<file path="src/rtl/scan_tap_pkg.sv">
`timescale 1ns/1ps
package scan_tap_pkg;

  localparam int IR_W = 5;

  localparam logic [IR_W-1:0] OP_IDCODE  = 5'b11110;
  localparam logic [IR_W-1:0] OP_BYPASS  = 5'b11111;
  localparam logic [IR_W-1:0] OP_HIGHZ   = 5'b01000;
  localparam logic [IR_W-1:0] IR_CAPTURE = 5'b00001;

  typedef enum logic [3:0] {
    ST_RESET, ST_IDLE,
    ST_SEL_DR, ST_CAP_DR, ST_SHF_DR, ST_EX1_DR, ST_PAU_DR, ST_EX2_DR, ST_UPD_DR,
    ST_SEL_IR, ST_CAP_IR, ST_SHF_IR, ST_EX1_IR, ST_PAU_IR, ST_EX2_IR, ST_UPD_IR
  } tapState_e;

  // strobes from the state machine to the datapath
  typedef struct packed {
    logic irToId;   // next state is Test-Logic-Reset
    logic capIr;
    logic shfIr;
    logic updIr;
    logic capDr;
    logic shfDr;
  } tapStb_t;

endpackage

</file>
<file path="src/rtl/scan_tap_ctrl.sv">
`timescale 1ns/1ps
module scan_tap_ctrl
  import scan_tap_pkg::*;
(
  input  logic      tck,
  input  logic      trstN,
  input  logic      tms,
  output tapState_e state,
  output tapStb_t   stb
);

  tapState_e nextState;

  always_comb begin
    case (state)
      ST_RESET:  nextState = tms ? ST_RESET  : ST_IDLE;
      ST_IDLE:   nextState = tms ? ST_SEL_DR : ST_IDLE;
      ST_SEL_DR: nextState = tms ? ST_SEL_IR : ST_CAP_DR;
      ST_CAP_DR: nextState = tms ? ST_EX1_DR : ST_SHF_DR;
      ST_SHF_DR: nextState = tms ? ST_EX1_DR : ST_SHF_DR;
      ST_EX1_DR: nextState = tms ? ST_UPD_DR : ST_PAU_DR;
      ST_PAU_DR: nextState = tms ? ST_EX2_DR : ST_PAU_DR;
      ST_EX2_DR: nextState = tms ? ST_UPD_DR : ST_SHF_DR;
      ST_UPD_DR: nextState = tms ? ST_SEL_DR : ST_IDLE;
      ST_SEL_IR: nextState = tms ? ST_RESET  : ST_CAP_IR;
      ST_CAP_IR: nextState = tms ? ST_EX1_IR : ST_SHF_IR;
      ST_SHF_IR: nextState = tms ? ST_EX1_IR : ST_SHF_IR;
      ST_EX1_IR: nextState = tms ? ST_UPD_IR : ST_PAU_IR;
      ST_PAU_IR: nextState = tms ? ST_EX2_IR : ST_PAU_IR;
      ST_EX2_IR: nextState = tms ? ST_UPD_IR : ST_SHF_IR;
      ST_UPD_IR: nextState = tms ? ST_SEL_DR : ST_IDLE;
      default:   nextState = ST_RESET;
    endcase
  end

  always_ff @(posedge tck or negedge trstN) begin
    if (!trstN) state <= ST_RESET;
    else        state <= nextState;
  end

  always_comb begin
    stb.irToId = (nextState == ST_RESET);
    stb.capIr  = (state == ST_CAP_IR);
    stb.shfIr  = (state == ST_SHF_IR);
    stb.updIr  = (state == ST_UPD_IR);
    stb.capDr  = (state == ST_CAP_DR);
    stb.shfDr  = (state == ST_SHF_DR);
  end

endmodule

</file>
<file path="src/rtl/scan_tap_dp.sv">
`timescale 1ns/1ps
module scan_tap_dp
  import scan_tap_pkg::*;
#(
  parameter int          ID_W     = 32,
  parameter logic [ID_W-1:0] ID_VALUE = '1
) (
  input  logic            tck,
  input  logic            trstN,
  input  logic            tdi,
  input  tapStb_t         stb,
  output logic            tdo,
  output logic            tdoEn,
  output logic            highzEn,
  output logic [IR_W-1:0] curIr
);

  logic [IR_W-1:0] irShift;
  logic [ID_W-1:0] idShift;
  logic            bypassQ;
  logic            selId;

  assign selId   = (curIr == OP_IDCODE);
  assign highzEn = (curIr == OP_HIGHZ);

  // instruction shift stage and active instruction
  always_ff @(posedge tck or negedge trstN) begin
    if (!trstN) begin
      irShift <= IR_CAPTURE;
      curIr   <= OP_IDCODE;
    end else begin
      if (stb.capIr)      irShift <= IR_CAPTURE;
      else if (stb.shfIr) irShift <= {tdi, irShift[IR_W-1:1]};
      if (stb.irToId)     curIr <= OP_IDCODE;
      else if (stb.updIr) curIr <= irShift;
    end
  end

  // data registers: identification chain and bypass stage
  always_ff @(posedge tck or negedge trstN) begin
    if (!trstN) begin
      idShift <= ID_VALUE;
      bypassQ <= 1'b0;
    end else if (selId) begin
      if (stb.capDr)      idShift <= ID_VALUE;
      else if (stb.shfDr) idShift <= {tdi, idShift[ID_W-1:1]};
    end else begin
      if (stb.capDr)      bypassQ <= 1'b0;
      else if (stb.shfDr) bypassQ <= tdi;
    end
  end

  // serial output retimed to the falling edge
  always_ff @(negedge tck or negedge trstN) begin
    if (!trstN) begin
      tdo   <= 1'b0;
      tdoEn <= 1'b0;
    end else begin
      tdo   <= stb.shfIr ? irShift[0] : (selId ? idShift[0] : bypassQ);
      tdoEn <= stb.shfIr | stb.shfDr;
    end
  end

endmodule

</file>
<file path="src/rtl/scan_tap.sv">
`timescale 1ns/1ps
module scan_tap
  import scan_tap_pkg::*;
#(
  parameter logic [3:0]  ID_VERSION = 4'h3,
  parameter logic [15:0] ID_PART    = 16'h5A17,
  parameter logic [11:0] ID_MFR     = 12'h0B3
) (
  input  logic tck,
  input  logic trstN,
  input  logic tms,
  input  logic tdi,
  output logic tdo,
  output logic tdoEn,
  output logic highzEn
);

  localparam int ID_W = $bits(ID_VERSION) + $bits(ID_PART) + $bits(ID_MFR);
  localparam logic [ID_W-1:0] ID_VALUE = {ID_VERSION, ID_PART, ID_MFR};

  tapState_e       state;
  tapStb_t         stb;
  logic [IR_W-1:0] curIr;

  scan_tap_ctrl u_ctrl (
    .tck   (tck),
    .trstN (trstN),
    .tms   (tms),
    .state (state),
    .stb   (stb)
  );

  scan_tap_dp #(.ID_W(ID_W), .ID_VALUE(ID_VALUE)) u_dp (
    .tck     (tck),
    .trstN   (trstN),
    .tdi     (tdi),
    .stb     (stb),
    .tdo     (tdo),
    .tdoEn   (tdoEn),
    .highzEn (highzEn),
    .curIr   (curIr)
  );

endmodule

</file>
<file path="config.mk">
export PLATFORM = sky130hd
export DESIGN_NAME = scan_tap
export DESIGN_NICKNAME = d
export VERILOG_FILES = /design/src/rtl/scan_tap_pkg.sv /design/src/rtl/scan_tap_ctrl.sv /design/src/rtl/scan_tap_dp.sv /design/src/rtl/scan_tap.sv
export SDC_FILE = /design/constraint.sdc
export NUM_CORES = 1
export LEC_CHECK = 0
export BUFFER_PORTS_ARGS = -buffer_cell sky130_fd_sc_hd__clkbuf_2
export CORE_MARGIN = 3
export CORE_UTILIZATION = 40
export CTS_CLUSTER_DIAMETER = 40
export DETAILED_ROUTE_END_ITERATION = 16
export GPL_ROUTABILITY_DRIVEN = 0
export PLACE_DENSITY = 0.58
export SYNTH_ARGS = -nofsm -noshare
export SYNTH_HDL_FRONTEND = slang
export SYNTH_SLANG_ARGS = --single-unit
</file>
<file path="constraint.sdc">
create_clock -name tck -period 2.4 [get_ports tck]
set_input_delay 0.48 -clock tck [delete_from_list [all_inputs] [get_ports tck]]
set_output_delay 0.48 -clock tck [all_outputs]
set_load 0.1 [all_outputs]
</file>
==> key figures, run 1 <==
Logic synthesis
  • Cell with the most instances after synthesis: nand2_1
  • Ys flop type: dfrtp_1
  • Largest family of logic cells by synthesized area: simple AND/OR/NAND/NOR gates
  • Mapped Nets: 251
  • Average size of a mapped cell: 9.39 um2
  • Synth area leaders: dfrtp_1, dfstp_2, nand2_1
  • Adder-cell share of the synthesized area: 0
  • Synth top cells by count: nand2_1, o21ai_2, dfrtp_1
  • Cell count after synthesis: 247
  • Largest area contributor in the netlist: dfrtp_1
  • Yosys warning count: 0
  • EDFF count, synth: 0
  • Post-Synth XOR/XNOR Area: 0
  • Sequential share of the synthesized area: 0.539
  • Mux share of post-synthesis cell area: 0.00863
  • Compound-Gate Fraction of Synth Area: 0.174
  • Unique cell type count in the Yosys netlist: 29
  • Simple-Gate Fraction of Synth Area: 0.219
  • Post-Syn Area: 2320 um2
  • Post-synthesis register bit count: 49
  • Async set or reset register ratio after synthesis: 1.00
  • Top cell type's share of synthesized area: 0.291

Clock network
  • Post-CTS Hold Buffers: 0
  • CTS Buffer Depth: 2
  • Clk Latency, worst-skew pair: 0.30 ns
  • H-tree depth: 2
  • CTS tree: yes
  • Clock transition at the registers of the reported paths: 0.08 ns
  • TritonCTS Buffers: 5
  • CTS root buf: clkbuf_8
  • CTS sink count: 49

Worst setup path
  • Flop2flop setup slack: 0.04 ns
  • Slowest cell on crit path: dfrtn_1
  • Worst EP arrival: 2.13 ns
  • Setup crit start: u_dp.tdo
  • Critical-path cell list: buf_12
  • Buffers plus inverters on the worst setup path: 1
  • Worst Setup Start Kind: flop
  • Delay-heaviest family, CP: flip-flops
  • R2R Path Start: u_dp.curIr[4]
  • CP peak stage delay: 0.45 ns
  • Crit. End Element: output port
  • WP data required: 1.92 ns
  • CP Max Fanout: 1
  • CP Class: flop to output port

Die
  • Die height: 82.2 um
  • IO Pins: 7
  • DIE WIDTH: 82.2 um
  • Core area: 5570 um2
  • Initial core utilization: 0.416
  • Die footprint: 6750 um2
  • Number of core rows: 27

Final layout
  • Share of layout cells above drive strength 1: 0.331
  • Multi-input gate area: 976 um2
  • Nets@finish: 266
  • FF+latch area: 1250 um2
  • Post-Layout Cell Count: 335
  • ANT cells: 0
  • Filler cell count: 548
  • Area grow syn2layout: 14.0%
  • Design Area, Final: 2650 um2

Placed design
  • Place WS: -0.0459 ns
  • Placed inst area: 2490 um2
  • IO buf count: 6
  • Placed Cells: 323
  • HPWL after DPL: 2650 um

Drt
  • Final ANT Viol Nets: 0
  • 1st-pass router iterations: 4
  • Via count: 1651
  • Via/cell ratio: 4.93
  • WL final: 4110 um
  • Residual DRC count: 0
  • Wire per inst: 12.3 um
  • DRT iter0 DRCs: 75

Global routing
  • GRT Total Usage: 0.138
  • Largest net degree at the start of global routing: 65
  • Number of global-route vias before repair: 1443
  • First-pass GRT wire length: 7220 um
  • Total congestion overflow: 0
  • Initial antenna violation count: 0

Pwr
  • Leakage: 1.13 nW
  • Peak VDD IR: 0.000602 V
  • Comb pwr share: 0.466
  • P_sw: 0.00143 W
  • Switching share of power: 0.396
  • Sequential power share: 0.389
  • Internal power: 0.00218 W
  • Clock share of power: 0.145
  • PwrDens: 1360 nW/um2

Outcome
  • Status: complete, but fails checks
  • Failing checks: setup timing

Timing
  • RSZ-0062 raised after global routing: yes
  • Clock skew: 0.00823 ns
  • Worst-Margin Slew: 0.547 ns
  • Final TNS setup: -0.408 ns
  • Final Hold Viols: 0
  • Final setup fails: 2
  • Worst setup margin: -0.213 ns
  • Slew margin rel.: 0.637
  • Worst hold margin: 0.193 ns
  • Final Max Slew Viols: 0

Job
  • Max cap viols: 0

Min path
  • Hold Path Class: primary input to async pin
## flip-flops by register name, indices dropped and copies added, names as in the netlist
register and cells:
u_dp.irShift 5, u_dp.idShift 32, u_dp.bypassQ 1, u_ctrl.state 4, u_dp.tdoEn 1, u_dp.curIr 5
u_dp.tdo 1
## per-stage QoR
| step | total power, W | utilization |
|---|---|---|
| after floorplan | 0.00260 | - |
| after global placement | 0.00293 | 0.446 |
| after detailed placement | 0.00295 | 0.446 |
| after CTS | 0.00354 | 0.468 |
| after global routing | 0.00391 | 0.475 |
| final | 0.00361 | 0.475 |
## power groups by stage
stage	sequential, W	clock [W]	combinational [W]
floorplan	0.00147	0	0.00113
global placement	0.00139	0	0.00153
detailed placement	0.00140	0	0.00155
CTS	0.00139	0.000540	0.00161
global route	0.00144	0.000584	0.00188
finish	0.00140	0.000524	0.00168
## layout by cell type (no fill, tap or decap), types with 2 or more instances in the layout
cell      instances
nand2_1          75
dfrtp_1          27
buf_12            3
buf_4            18
a211oi_1          2
dfstp_2          20
nand2b_1          2
o21ai_0          10
clkbuf_8          7
mux2i_1           2
o21ai_1           2
clkbuf_2          4
o21ai_2          28
a21oi_1           9
dfrtn_1           2
nand3_1           8
nor2b_1           2
nor2_1           19
inv_1             3
nor3_1            6
## path summary, 6_finish.rpt
| check | end | depth (start not counted) |
|---|---|---|
| min in group tck | u_dp.irShift[4] | 3 |
| setup reg to reg | u_dp.tdo | 4 |
| max in group asynchronous | u_dp.tdoEn | 1 |
| setup / recovery | tdo | 1 |
| hold / removal | u_dp.curIr[2] | 1 |
| hold reg to reg | u_dp.idShift[4] | 2 |
## per-layer routing
| layer | vias up | GRT usage | routed length (um) | part of all wire |
|---|---|---|---|---|
| met5 | - | 0 | 0 | 0 |
| met4 | 0 | 0.0548 | 59 | 0.014 |
| met3 | 4 | 0.0271 | 91 | 0.022 |
| met2 | 16 | 0.181 | 1730 | 0.42 |
| met1 | 775 | 0.219 | 2220 | 0.54 |
| li1 | 856 | - | - | - |
## logic make-up (layout without fill, tap and decap cells)
kind of cell	after synthesis	in the layout
AO/OA/AOI/OAI	56	56
buffers and inverters	20	36
flip-flops	49	49
multiplexers	2	2
AND/OR/NAND/NOR	120	120
## final cells by class
type	count	share of cell area
flip-flops and latches	49	0.473
multi-input cells	178	0.369
repair buffers	25	0.0814
clock buffers	7	0.0364
well taps	72	0.0341
inverters	3	0.00426
clock inverters	1	0.00189
## what timing repair did
item	CTS	global route
resized for setup	3	2
buffers inserted	1	3
pin swaps	2	3
setup endpoints to repair	3	3
(Power assumes the default switching activity.)
==> inputs of run 2 (changes only) <==
--- a/config.mk
+++ b/config.mk
@@ -7,11 +7,11 @@
 export LEC_CHECK = 0
 export BUFFER_PORTS_ARGS = -buffer_cell sky130_fd_sc_hd__clkbuf_2
 export CORE_MARGIN = 3
-export CORE_UTILIZATION = 40
+export CORE_UTILIZATION = 61
 export CTS_CLUSTER_DIAMETER = 40
 export DETAILED_ROUTE_END_ITERATION = 16
 export GPL_ROUTABILITY_DRIVEN = 0
-export PLACE_DENSITY = 0.58
+export PLACE_DENSITY = 0.81
 export SYNTH_ARGS = -nofsm -noshare
 export SYNTH_HDL_FRONTEND = slang
 export SYNTH_SLANG_ARGS = --single-unit
==> run 2 against run 1 <==
Against the previous run: the run still ends with setup timing left; utilization up 27 points; first-iteration DRC count up 55%; worst hold slack better by 0.021 ns; sequential share of layout area up 0.80 points; final cell count down 9.0%; wire length down 7.8%; sequential power about the same; power down 0.32%; clock-buffer cell count down 1; worst setup slack better by 0.0051 ns.
==> key figures, run 2 (synthesis results as in run 1) <==
Pwr
  • Peak VDD IR: 0.000771 V (+28%)
  • P_sw: 0.00141 W (-0.98%)
  • Sequential power share: 0.391 (+0.002)
  • Power Total: 0.00360 W (-0.32%)
  • Switching share of power: 0.393 (-0.00261)
  • Internal power: 0.00218 W (+0.11%)
  • Leakage: 1.12 nW (-1.5%)
  • Clock share of power: 0.167 (+0.022)
  • Comb pwr share: 0.442 (-0.024)
  • PwrDens: 1380 nW/um2 (+1.4%)

Final layout
  • Area grow syn2layout: 12.1%
  • Share of layout cells above drive strength 1: 0.320 (-0.0103)
  • Max reg flops: 32 (unchanged)
  • Most frequent cells in the layout: nand2_1, o21ai_2, dfrtp_1, dfstp_2, nor2_1
  • ANT cells: 0 (unchanged)
  • Nets@finish: 262 (-1.5%)
  • Biggest register: u_dp.idShift
  • Top Registers: u_dp.idShift: 32 flops, u_dp.curIr: 5 flops, u_dp.irShift: 5 flops
  • Most common cell after layout, fill and taps aside: nand2_1

Timing
  • Final Max Slew Viols: 0 (unchanged)
  • Final setup fails: 3 (+1)
  • RSZ-0062 raised after global routing: yes
  • Slew margin rel.: 0.640 (+0.00363)
  • Worst-Margin Slew: 0.542 ns (-0.00546 ns)
  • Final TNS setup: -0.406 ns (+0.00210 ns)
  • Clock skew: 0.00826 ns (+0.0000330 ns)
  • Final Hold Viols: 0 (unchanged)
  • Worst setup margin: -0.208 ns (+0.00511 ns)

Clock network
  • H-tree depth: 2 (unchanged)
  • Clk Latency, worst-skew pair: 0.30 ns (about the same)
  • CTS tree: yes
  • Clock transition at the registers of the reported paths: 0.08 ns (about the same)
  • Setup Fix Bufs, Post-CTS: 0 (-1)
  • CTS sink count: 49 (unchanged)
  • Post-CTS Hold Buffers: 0 (unchanged)
  • CTS root buf: clkbuf_8
  • CTS Buffer Depth: 2 (unchanged)
  • TritonCTS Buffers: 5 (unchanged)

Global routing
  • Number of global-route vias before repair: 1484 (+2.8%)
  • Initial antenna violation count: 0 (unchanged)
  • Largest net degree at the start of global routing: 65 (unchanged)
  • GRT Total Usage: 0.194 (+0.0558)
  • First-pass GRT wire length: 6570 um (-9.1%)
  • Total congestion overflow: 0 (unchanged)

Job
  • Max cap viols: 0 (unchanged)

Worst setup path
  • Reg2Reg Depth: 4 (unchanged)
  • Slowest cell on crit path: dfrtn_1
  • CP peak stage delay: 0.44 ns (about the same)
  • Worst flop-to-flop path endpoint: u_dp.tdo
  • Flop2flop setup slack: 0 ns (-0.04 ns)
  • CP Class: flop to output port
  • R2R Path Start: u_dp.curIr[1]
  • Worst EP arrival: 2.13 ns (about the same)
  • Number of cells on the critical path: 1 (unchanged)
  • Buffers plus inverters on the worst setup path: 1 (unchanged)
  • Setup crit start: u_dp.tdo
  • Critical-path cell list: buf_12
  • Crit. End Element: output port
  • CP Max Fanout: 1 (unchanged)
  • Delay-heaviest family, CP: flip-flops
  • Worst Setup Start Kind: flop
  • WP data required: 1.92 ns (about the same)

Outcome
  • Status: complete, but fails checks
  • Failing checks: setup timing

Placed design
  • HPWL after DPL: 2620 um (-1.2%)
  • IO buf count: 6 (unchanged)

Die
  • Die footprint: 4580 um2 (-32%)
  • Number of core rows: 21 (-22%)
  • Initial core utilization: 0.664 (+0.248)
  • DIE WIDTH: 67.7 um (-18%)
  • Core area: 3490 um2 (-37%)
  • IO Pins: 7 (unchanged)
  • Die height: 67.7 um (-18%)

Drt
  • 1st-pass router iterations: 4 (unchanged)
  • Via count: 1669 (+1.1%)
  • Wire per inst: 12.4 um (+1.3%)
  • Via/cell ratio: 5.47 (+11%)
  • Final ANT Viol Nets: 0 (unchanged)
  • Residual DRC count: 0 (unchanged)
  • WL final: 3790 um (-7.8%)
  • DRT iter0 DRCs: 116 (+55%)

Min path
  • Hold Path Class: primary input to async pin
run 2: cell types whose count changed in the layout (fill, tap and decap cells not counted):
cell,previous run,this run
clkbuf_8,7,6
buf_4,18,14
clkinv_2,1,0
clkinvlp_4,0,1
bufinv_16,0,1
run 2: per-stage QoR:
stage | std cells | hold slack, ns | utilization | setup slack (ns) | area [um2]
after global routing | 305 | 0.209 | 0.744 | -0.242 | 2600
after global placement | 297 | 0.453 | 0.702 | 0.00647 | 2450
after detailed placement | 297 | 0.463 | 0.702 | -0.0234 | 2450
after CTS | 305 | 0.210 | 0.740 | -0.226 | 2590
final | 305 | 0.215 | 0.744 | -0.208 | 2600
after floorplan | 247 | 0.184 | - | -0.229 | 2330
run 2: worst max path at each step:
stage	end	slack [ns]
3_3_place_gp	u_dp.tdo	0.006
6_report	tdo	-0.21
2_1_floorplan	tdo	-0.23
4_1_cts	tdo	-0.23
3_5_place_dp	u_dp.tdo	-0.02
5_1_grt	tdo	-0.24
run 2: final cells by class:
class	instances	area, um2
Tap cell	46	57.6
Fill cell	243	893
Clock buffer	6	82.6
Sequential cell	49	1250
Inverter	3	11.3
Multi-Input combinational cell	178	976
Clock inverter	2	37.5
Timing Repair Buffer	21	185
run 2: power by group through the flow:
stage / sequential [W] / combinational [W] / clock [W]
2_1_floorplan: 0.00147 / 0.00113 / 0
5_1_grt: 0.00144 / 0.00176 / 0.000657
6_report: 0.00141 / 0.00159 / 0.000602
3_5_place_dp: 0.00140 / 0.00154 / 0
4_1_cts: 0.00139 / 0.00158 / 0.000619
3_3_place_gp: 0.00139 / 0.00150 / 0
run 2: repair_timing:
action	CTS	global route
pin swaps	2	1
resized for setup	3	2
setup endpoints to repair	3	3
run 2: layer usage:
metal,global-route usage,share of wire,vias up
li1,-,-,851
met1,0.270,0.49,784
met2,0.294,0.46,30
met3,0.0499,0.044,4
met4,0.0684,0.0079,0
met5,0,0,-
==> inputs of run 3 (changes only) <==
==> constraint.sdc (replaced) <==
create_clock -name tck -period 2.4 [get_ports tck]
set_input_delay 0.24 -clock tck [delete_from_list [all_inputs] [get_ports tck]]
set_output_delay 0.24 -clock tck [all_outputs]
set_load 0.1 [all_outputs]
==> run 3 against run 2 <==
Against the previous run: the flow still finishes with violations (setup timing); utilization up 0.54 points; clock-buffer cell count did not move; sequential share of layout area fell by 0.34 points; global-route usage up 1.7 points; sequential power hardly changed; wire length is 9.4% higher; critical path type is now flop to flop.
==> key figures, run 3 (synthesis results as in run 1) <==
Worst setup path
  • Crit. End Element: flop
  • Delay-heaviest family, CP: flip-flops
  • CP peak stage delay: 0.56 ns (+0.12 ns)
  • Buffers plus inverters on the worst setup path: 0 (-1)
  • Slowest cell on crit path: dfstp_2
  • WP data required: 1.34 ns (-0.58 ns)
  • Worst Setup Start Kind: flop
  • Critical-path cell list: nand3_4 > nor2_4 > mux2i_1 > a21oi_1
  • CP Class: flop to flop
  • Worst EP arrival: 1.35 ns (-0.78 ns)
  • CP Max Fanout: 2 (+1)

Die
  • Core area: 3490 um2 (unchanged)
  • Die footprint: 4580 um2 (unchanged)
  • Number of core rows: 21 (unchanged)
  • IO Pins: 7 (unchanged)
  • Die height: 67.7 um (unchanged)
  • Initial core utilization: 0.664 (unchanged)
  • DIE WIDTH: 67.7 um (unchanged)

Drt
  • Residual DRC count: 0 (unchanged)
  • Via/cell ratio: 5.49 (+0.33%)
  • WL final: 4140 um (+9.4%)
  • Wire per inst: 13.4 um (+7.6%)
  • Via count: 1702 (+2.0%)
  • 1st-pass router iterations: 4 (unchanged)
  • DRT iter0 DRCs: 101 (-13%)
  • Final ANT Viol Nets: 0 (unchanged)

Clock network
  • Clk Latency, worst-skew pair: 0.30 ns (about the same)
  • Clock transition at the registers of the reported paths: 0.08 ns (about the same)
  • CTS root buf: clkbuf_8
  • CTS Buffer Depth: 2 (unchanged)
  • CTS sink count: 49 (unchanged)
  • TritonCTS Buffers: 5 (unchanged)
  • H-tree depth: 2 (unchanged)
  • CTS tree: yes

Min path
  • Hold Path Class: primary input to flop

Placed design
  • Place WS: -0.0149 ns (+0.00843 ns)
  • Placed Cells: 298 (+0.34%)
  • IO buf count: 6 (unchanged)
  • HPWL after DPL: 2760 um (+5.3%)

Pwr
  • Leakage: 1.13 nW (+1.3%)
  • Peak VDD IR: 0.000756 V (-1.9%)
  • PwrDens: 1390 nW/um2 (+0.84%)

Global routing
  • First-pass GRT wire length: 7110 um (+8.3%)
  • Initial antenna violation count: 0 (unchanged)
  • GRT Total Usage: 0.211 (+0.0166)
  • Total congestion overflow: 0 (unchanged)
  • Number of global-route vias before repair: 1565 (+5.5%)
  • Largest net degree at the start of global routing: 38 (-42%)

Final layout
  • ANT cells: 0 (unchanged)
  • Share of layout cells above drive strength 1: 0.326 (+0.00529)
  • Area grow syn2layout: 12.9%
  • Biggest register: u_dp.idShift
  • Most common cell after layout, fill and taps aside: nand2_1
  • Nets@finish: 267 (+1.9%)
  • Top Registers: u_dp.idShift: 32 flops, u_dp.curIr: 5 flops, u_dp.irShift: 5 flops
  • Most frequent cells in the layout: nand2_1, o21ai_2, dfrtp_1, dfstp_2
  • Post-Layout Cell Count: 310 (+1.6%)
  • Filler cell count: 246 (+1.2%)
  • Max reg flops: 32 (unchanged)
  • Fin util: 0.750 (+0.00537)

Timing
  • Final setup fails: 1 (-2)
  • Final Hold Viols: 0 (unchanged)
  • Worst hold margin: 0.194 ns (-0.0210 ns)
  • Final Max Slew Viols: 0 (unchanged)
  • Final TNS setup: -0.00459 ns (+0.401 ns)
  • Clock skew: 0.00725 ns (-0.00101 ns)
  • Worst-Margin Slew: 0.541 ns (-0.00113 ns)
  • Worst setup margin: -0.00459 ns (+0.203 ns)
  • Slew margin rel.: 0.641 (+0.000753)
  • RSZ-0062 raised after global routing: yes

Outcome
  • Failing checks: setup timing
  • Status: complete, but fails checks

Job
  • Max cap viols: 0 (unchanged)
[run 3: final timing paths]
check	from	end	slack [ns]	cells after the start
worst max-delay path	u_dp.curIr[4]	u_dp.tdo	-0.005	4
worst min-delay path	tdi	u_dp.irShift[4]	0.19	3
worst max register to register	u_dp.curIr[4]	u_dp.tdo	-0.005	4
worst min register to register	u_dp.idShift[21]	u_dp.idShift[21]	0.47	2
max in group asynchronous	trstN	u_dp.tdoEn	0.61	2
min in group asynchronous	trstN	u_dp.irShift[1]	0.40	2
[run 3: where the power goes]
| group | switching, W | internal (W) |
|---|---|---|
| clock network | 0.000262 | 0.000313 |
| logic | 0.000993 | 0.000674 |
| registers | 0.000197 | 0.00121 |
| total | 0.00145 | 0.00220 |
[run 3: tightest hold or removal path, delay by kind of cell]
kind	cells	cell delay [ns]
simple gates	1	0.06
compound gates	1	0.06
buf+inv	1	0.10
[run 3: cell type report]
type / count / area [um2] / share of cell area
clock buffer: 6 / 72.6 / 0.0277
timing repair buffer: 26 / 213 / 0.0812
inverter: 3 / 11.3 / 0.00430
sequential: 49 / 1250 / 0.478
multi-input combinational: 178 / 976 / 0.372
tap: 46 / 57.6 / 0.0220
clock inverter: 2 / 38.8 / 0.0148
[run 3: per-layer routing]
metal  vias up  track usage  share of wire
li1        853            -              -
met1       811        0.282           0.45
met2        33        0.327           0.50
met3         5       0.0516          0.042
met4         0       0.0861          0.012
met5         -            0              0
[run 3: through the flow]
step / total power [W] / area (um2)
after floorplan: 0.00260 / 2330
after global placement: 0.00289 / 2450
after detailed placement: 0.00294 / 2450
after CTS: 0.00360 / 2600
after global routing: 0.00393 / 2620
final: 0.00365 / 2620
[run 3: repair_timing]
item,4_1_cts,5_1_grt
endpoints found under the setup margin,1,2
hold buffers,1,0
endpoints found under the hold margin,8,0
pin swaps,3,3
setup buffers,1,2
resized for setup,4,1
